**config.mk**
```make
export PLATFORM = sky130hd
export DESIGN_NAME = sigcomp
export DESIGN_NICKNAME = d
export VERILOG_FILES = /design/src/rtl/sigcomp.sv
export SDC_FILE = /design/constraint.sdc
export NUM_CORES = 1
export LEC_CHECK = 0
export BUFFER_PORTS_ARGS = -buffer_cell sky130_fd_sc_hd__buf_4
export CAP_MARGIN = 0
export CORE_ASPECT_RATIO = 1.25
export CORE_MARGIN = 2
export CORE_UTILIZATION = 40
export CTS_BUF_LIST = sky130_fd_sc_hd__clkbuf_4 sky130_fd_sc_hd__clkbuf_8
export DETAILED_ROUTE_END_ITERATION = 6
export GPL_TIMING_DRIVEN = 0
export PLACE_DENSITY = 0.7
export SLEW_MARGIN = 20
export SYNTH_ARGS = -nofsm -noshare
export SYNTH_HDL_FRONTEND = slang
export SYNTH_SLANG_ARGS = --single-unit
```
**constraint.sdc**
```tcl
create_clock -name clk -period 0.9 [get_ports clk]
set_input_delay 0.135 -clock clk [delete_from_list [all_inputs] [get_ports clk]]
set_output_delay 0.135 -clock clk [all_outputs]
set_load 0.03 [all_outputs]
```
**src/rtl/sigcomp.sv**
```systemverilog
module sigcomp #(
  parameter bit REG_OUT = 1'b1
) (
  input  logic        clk,
  input  logic        rst_n,
  input  logic        mode_in,
  input  logic [31:0] word_in,
  output logic [31:0] packed_out,
  output logic [2:0]  ext_out,
  input  logic        cmp_mode_in,
  input  logic [2:0]  cmp_ext_in,
  input  logic [31:0] cmp_bytes_in,
  output logic [31:0] word_out
);
  localparam int NB = 4;
  localparam int BW = 8;
  localparam int WW = NB * BW;
  localparam int EW = NB - 1;

  function automatic logic [NB-1:0] keep_mask(input logic pmode, input logic [EW-1:0] ext);
    logic [NB-1:0] m;
    if (pmode) m = {~ext, 1'b1};
    else begin
      case (ext[1:0])
        2'b11:   m = 4'b0001;
        2'b10:   m = 4'b0011;
        2'b01:   m = 4'b0111;
        default: m = 4'b1111;
      endcase
    end
    return m;
  endfunction

  function automatic logic [WW-1:0] pack(input logic [WW-1:0] w, input logic [NB-1:0] m);
    logic [WW-1:0] o;
    int idx;
    o = '0;
    idx = 0;
    for (int j = 0; j < NB; j++) begin
      if (m[j]) begin
        o[idx*BW +: BW] = w[j*BW +: BW];
        idx++;
      end
    end
    return o;
  endfunction

  function automatic logic [WW-1:0] unpack(input logic [WW-1:0] p, input logic [NB-1:0] m);
    logic [WW-1:0] o;
    int idx;
    o = '0;
    idx = 0;
    for (int j = 0; j < NB; j++) begin
      if (m[j] || j == 0) begin
        o[j*BW +: BW] = p[idx*BW +: BW];
        idx++;
      end else begin
        o[j*BW +: BW] = {BW{o[j*BW-1]}};
      end
    end
    return o;
  endfunction

  logic [EW:1]    sx;
  logic [EW-1:0]  c_ext;
  logic [NB-1:0]  c_mask;
  logic [WW-1:0]  c_packed;
  logic [WW-1:0]  d_word;

  for (genvar k = 1; k < NB; k++) begin : g_sx
    assign sx[k] = (word_in[k*BW +: BW] == {BW{word_in[k*BW-1]}});
  end

  always_comb begin
    if (mode_in) c_ext = sx;
    else if (sx[3] && sx[2] && sx[1]) c_ext = 3'b011;
    else if (sx[3] && sx[2])          c_ext = 3'b010;
    else if (sx[3])                   c_ext = 3'b001;
    else                              c_ext = 3'b000;
  end

  assign c_mask   = keep_mask(mode_in, c_ext);
  assign c_packed = pack(word_in, c_mask);
  assign d_word   = unpack(cmp_bytes_in, keep_mask(cmp_mode_in, cmp_ext_in));

  if (REG_OUT) begin : g_reg
    always_ff @(posedge clk or negedge rst_n) begin
      if (!rst_n) begin
        packed_out <= '0;
        ext_out    <= '0;
        word_out   <= '0;
      end else begin
        packed_out <= c_packed;
        ext_out    <= c_ext;
        word_out   <= d_word;
      end
    end
  end else begin : g_comb
    assign packed_out = c_packed;
    assign ext_out    = c_ext;
    assign word_out   = d_word;
  end

  always_comb begin
    if (rst_n) begin
      assert_roundtrip_R7: assert (unpack(c_packed, keep_mask(mode_in, c_ext)) == word_in);
      assert_byte0_kept_R4: assert (c_packed[BW-1:0] == word_in[BW-1:0]);
      assert_minimal_count_R1: assert (mode_in || c_ext[1:0] == 2'b11 ||
        word_in[(NB-c_ext[1:0])*BW-1 -: BW] != {BW{word_in[(NB-c_ext[1:0]-1)*BW-1]}});
      assert_unused_lanes_zero_R2: assert (($countones(c_mask) == NB) ||
        ((c_packed >> ($countones(c_mask) * BW)) == '0));
    end
  end
endmodule

```
## Word-level counts from Yosys, hierarchy flattened

Index checks and enable logic that the tools add are counted.

| word-level totals | value |
|---|---|
| register bits after elaboration | 67 |
| input port bits | 71 |
| output and inout bits | 67 |
| logic and storage cells | 53 |

| cells by class | value |
|---|---|
| $add $sub $neg | 6 |
| equality and inequality tests | 9 |
| shift-type cells | 8 |
| muxes and demuxes | 23 |
| bitwise gates (word level) | 2 |
| reduce and logical (&&, ||, !) cells | 2 |

Operators by type and width:

| operator | count |
|---|---|
| $neg 32->33 | 3 |
| $shift 8x33->32 const A | 3 |
| $shiftx 8x33->32 | 3 |
| $bwmux 32 | 3 |
| $mux 32 | 3 |
| $mux 29 | 3 |
| $shiftx 32x32->8 | 2 |
| $mux 8 | 4 |
| $add 29x2->29 const B | 1 |
| $eq 8x8->1 | 3 |
| $pmux 4 s3 | 2 |
| $mux 3 | 3 |
| $eq 2x2->1 const B | 4 |
| $mux 4 | 2 |
| $not 3->3 | 2 |
| $eq 2x1->1 const B | 2 |
| $add 2x1->3 const B | 1 |
| $add 1x1->2 const B | 1 |
| $logic_and 1x1->1 | 2 |
| $mux 1 | 2 |
| $mux 2 | 1 |

## Longest topological paths before layout

| depth | value |
|---|---|
| depth in word-level cells | 17 |
| depth in mapped cells | 12 |
| gate-level depth less buffers | 10 |

## Least setup slack after synthesis

No wires, ideal clock.

| path | value |
|---|---|
| path kind | input port to flip-flop |
| start point | input word_in[22] |
| end point | register packed_out[21] |
| arrival | 2.172 ns |
| required time | 0.805 ns |
| setup slack | -1.367 ns |
| stages on the path | 10 |
| path buffers | 2 |
| cell sequence | nand4_1 o31ai_2 o21ai_0 ha_1 clkbuf_1 nor2_1 and4_2 buf_1 nand2_1 o31ai_1 |

| between the ends | value |
|---|---|
| longest elaborated chain between the ends | 15 |
| elaborated cells between the ends (all ways) | 26 |

Ends and longest elaborated chain:

| element | RTL line | source |
|---|---|---|
| from (decl) | 7 | `input logic [31:0] word_in,` |
| $eq 8x8->1 | 71 | `assign sx[k] = (word_in[k*BW +: BW] == {BW{word_in[k*BW-1]}});` |
| $logic_and 1x1->1 | 76, 77 |  |
| $mux 3 or $logic_and 1x1->1 (tied branches) | 77, 76 |  |
| $mux 3 | 76 | `else if (sx[3] && sx[2] && sx[1]) c_ext = 3'b011;` |
| $mux 3 | 75 | `if (mode_in) c_ext = sx;` |
| $eq 2x1->1 or $eq 2x2->1 (tied branches) | 24 | `case (ext[1:0])` |
| $pmux 4 s3 | 24 |  |
| $mux 4 | 22 | `if (pmode) m = {~ext, 1'b1};` |
| $mux 29 | 40 | `if (m[j]) begin` |
| $add 29x2->29 or $neg 32->33 (tied branches) | 42, 41 |  |
| $mux 29 (tied with other cells) | 40 |  |
| $neg 32->33 or $bwmux 32 (tied branches) | 41 | `o[idx*BW +: BW] = w[j*BW +: BW];` |
| $shiftx 8x33->32 (tied with other cells) | 41 |  |
| $bwmux 32 | 41 |  |
| $mux 32 (*) | 40 |  |
| named net c_packed[21] | 67 | `logic [WW-1:0] c_packed;` |
| to (signal assigned) | 93 | `packed_out <= c_packed;` |
| to (decl) | 8 | `output logic [31:0] packed_out,` |

The timed path passes the listed nets; every way through them passes the cells marked *.

## Final worst setup path

| path | value |
|---|---|
| start point | input word_in[23] |
| end point | register packed_out[11] |

| between the ends | value |
|---|---|
| longest elaborated chain between the ends | 15 |
| elaborated cells between the ends (all ways) | 28 |

Ends and longest elaborated chain:

| element | RTL line |
|---|---|
| $eq 8x8->1 | 71 |
| $mux 1 or $logic_and 1x1->1 (tied branches) | 78, 76, 77 |
| $mux 3 or $logic_and 1x1->1 (tied branches) | 77, 76 |
| $mux 3 | 76 |
| $mux 3 | 75 |
| $eq 2x1->1 or $eq 2x2->1 (tied branches) | 24 |
| $pmux 4 s3 | 24 |
| $mux 4 | 22 |
| $mux 29 | 40 |
| $add 29x2->29 or $neg 32->33 (tied branches) | 42, 41 |
| $mux 29 (tied with other cells) | 40 |
| $neg 32->33 or $bwmux 32 (tied branches) | 41 |
| $shiftx 8x33->32 (tied with other cells) | 41 |
| $bwmux 32 | 41 |
| $mux 32 (*) | 40 |
| named net c_packed[11] | 67 |

Marks and branches as above.

==> summary.md <==
| Metric | Value |
|---|---|
| Root buf cell | `clkbuf_8` |
| Syn Area/Cell | `11.3 µm²` |
| Setup Crit Path Kind | `in -> reg` |
| Hold slack | `-100 ps` |
| Post-route cell area | `5160 µm²` |
| Psw | `2.29 mW` |
| CP peak stage delay | `300 ps` |
| Inserted Clock Buffers | `9` |
| Worst EP required | `1110 ps` |
| Final setup vio count | `108` |
| Die Y | `100 µm` |
| Final period utilization | `204%` |
| Critical path arrival | `2050 ps` |
| Detailed Place HPWL | `6680 µm` |
| Via density | `5.27` |
| Clock Tree Buf Depth | `2` |
| ANT nets after route | `0` |
| TritonCTS clock tree | `done` |
| Share of layout cells above drive strength 1 | `53.7%` |
| Sequential area share after synthesis | `56.5%` |
| Slew Viols, Final | `0` |
| Max-slew headroom | `46.2%` |
| CTS sink count | `67` |
| Post-layout min period | `1840 ps` |
| Most used cell, CP | `and2_4` |
| Post-synth ARST share | `100%` |
| Die extent in x | `81.1 µm` |
| Maxcap violations | `0` |
| Initial Utilization | `40.8%` |
| I/O Buffers | `137` |
| Failing checks | `negative hold slack, negative setup slack` |
| Footprint of the multi-input gates | `1470 µm²` |
| Internal power | `5.48 mW` |
| Area Overhead vs Synth | `74.0%` |
| First-pass GRT wire length | `14200 µm` |
| Core area | `7270 µm²` |
| Status | `finished with violations` |
| Syn Inst Count | `262` |
| Fillers | `514` |
| Synth Register Bits | `67` |
| Pre-CTS setup slack | `-1520 ps` |
| Cell Area, Placed | `4240 µm²` |
| Largest net degree at the start of global routing | `68` |
| Crit-path max FO | `8` |
| FP Rows | `35` |
| P_leak | `2.42 nW` |
| Routed wire length | `9330 µm` |
| YS warnings | `0` |
| HP Class | `in -> async` |
| Layout Nets | `513` |
| CP delay by family, top | `simple AND/OR/NAND/NOR gates` |
| RSZ-0062 raised after global routing | `yes` |
| Gr ovfl total | `0` |
| Endpoints failing hold | `67` |
| Antenna Cells | `0` |
| Crit path buf inv count | `1` |
| Startpoint class of the critical path | `input port` |
| Clock power frac | `31.0%` |
| Post-Syn Nets | `337` |
| PnR worst setup slack | `-938 ps` |
| Core Util, Final | `71.0%` |
| H-tree depth | `3` |
| Routability cong. | `0.885` |
| DRT iter0 DRCs | `58` |
| Commonest non-fill, non-tap cell in the layout | `buf_4` |
| DIE AREA | `8130 µm²` |
| Number of flops mapped to enable cells by yosys | `0` |
| Initial antenna violation count | `0` |
| Vias in the first global route | `2953` |
| Clock transition at path regs | `70 ps` |
| Reg power frac | `42.9%` |
| Drc violations | `0` |
| Slew @ Worst Pin | `807 ps` |
| Cell variety after synth | `41` |
| Most frequent cells in the layout | `buf_4 (79), buf_6 (68), dfrtp_1 (67)` |
| Worst vdd ir | `0.000896 V` |
| Drt wl/cell | `17.4 µm` |
| Vias post-DR | `2820` |
| Gr usage total | `23.3%` |
| Prevailing post-synth register cell | `dfrtp_1` |
| Register area | `1680 µm²` |
| PwrDens | `1500 nW/µm²` |
| Critical Path, Cell by Cell | `buf_4 > nor3_1 > nand3_2 > nand2_4 > and2_4 > o21ai_4 > ha_4 > and4b_4 > and2_4 > a221o_1` |
| Total Power | `7.77 mW` |
| Fmax | `544 MHz` |
| Switching part of the total | `29.5%` |
| Post-Synthesis Cell Area | `2970 µm²` |
| Combinational Power Share | `26.1%` |
| Synth area leaders | `dfrtp_1 (56%), nand2_1 (7.6%), mux4_2 (6.1%), and2_1 (3.2%), a221o_1 (2.7%)` |
| First-pass iteration count of the detailed router | `4` |
| CP max-delay cell | `nor3_1` |
| Worst Setup End Kind | `register` |
| Synth top area share | `56.5%` |
| Area leader, netlist | `dfrtp_1` |
| Hold_buf cts | `13` |
| I/O pin total | `138` |
-- flip-flops by register name (all words and copies together), names as in the netlist --
register    count
packed_out     32
word_out       32
ext_out         3
-- power by group through the flow --
| stage | Clock [mW] | Combinational (mW) | Sequential [mW] |
|---|---|---|---|
| 6_report | 2.41 | 2.03 | 3.33 |
| 5_1_grt | 2.63 | 2.14 | 3.35 |
| 4_1_cts | 2.46 | 1.99 | 3.34 |
| 3_5_place_dp | 0 | 1.73 | 3.35 |
| 3_3_place_gp | 0 | 1.71 | 3.35 |
| 2_1_floorplan | 0 | 0.418 | 3.80 |
-- cell families (layout without fill, tap and decap cells) --
| group | after synthesis | in the layout | synth area share, % |
|---|---|---|---|
| buf+inv | 21 | 202 | 2.65 |
| fa+ha+maj | 4 | 4 | 1.69 |
| flops | 67 | 67 | 56.5 |
| mux | 9 | 9 | 6.45 |
| simple gates | 106 | 106 | 18.0 |
| compound gates | 55 | 55 | 14.7 |
-- cell usage after synthesis, types with 3 or more instances --
cell type and number:
nand2_1 60, nor4_1 3, nand3_1 4, clkbuf_1 4, o21ai_0 11, o31ai_1 8
a31oi_1 8, ha_1 4, buf_1 3, mux4_2 8, a31o_2 6, inv_1 13
and2_1 15, a221o_1 8, nand4_1 5, nor2_1 4, dfrtp_1 67, nor3_1 4
-- cell type report --
class,instances,area share (%)
Inverter,14,1.11
Multi-Input combinational cell,174,28.5
Sequential cell,67,32.5
Timing Repair Buffer,167,31.2
Buffer,5,0.848
Clock buffer,9,2.40
Tap cell,92,2.23
Clock inverter,7,1.33
-- worst max-delay path by stage --
stage / from / end / cells after the start
after global routing: word_in[20] / packed_out[20] / 10
after CTS: word_in[20] / packed_out[11] / 10
after global placement: word_in[17] / packed_out[12] / 9
after floorplan: word_in[17] / packed_out[10] / 9
final: word_in[23] / packed_out[11] / 10
after detailed placement: word_in[17] / packed_out[11] / 9
-- timing repair --
item,in CTS,in global routing
gates cloned,1,0
setup endpoints to repair,109,109
endpoints found under the hold margin,80,67
pin swaps,15,16
resized for setup,102,26
setup buffers,12,5
-- layer usage --
metal  vias up  routed length [µm]  track usage (%)
li1       1294                   -                -
met1      1360                3270             24.4
met2       133                5040             43.2
met3        33                 725             5.76
met4         0                 295             10.3
met5         -                   0                0
-- metrics by stage --
stage | setup TNS (ps) | instances
2_1_floorplan | -38850 | 262
3_3_place_gp | -56830 | 491
3_5_place_dp | -58740 | 491
4_1_cts | -37290 | 532
5_1_grt | -40580 | 535
6_report | -36570 | 535
Power figures use the tool's default switching activity.
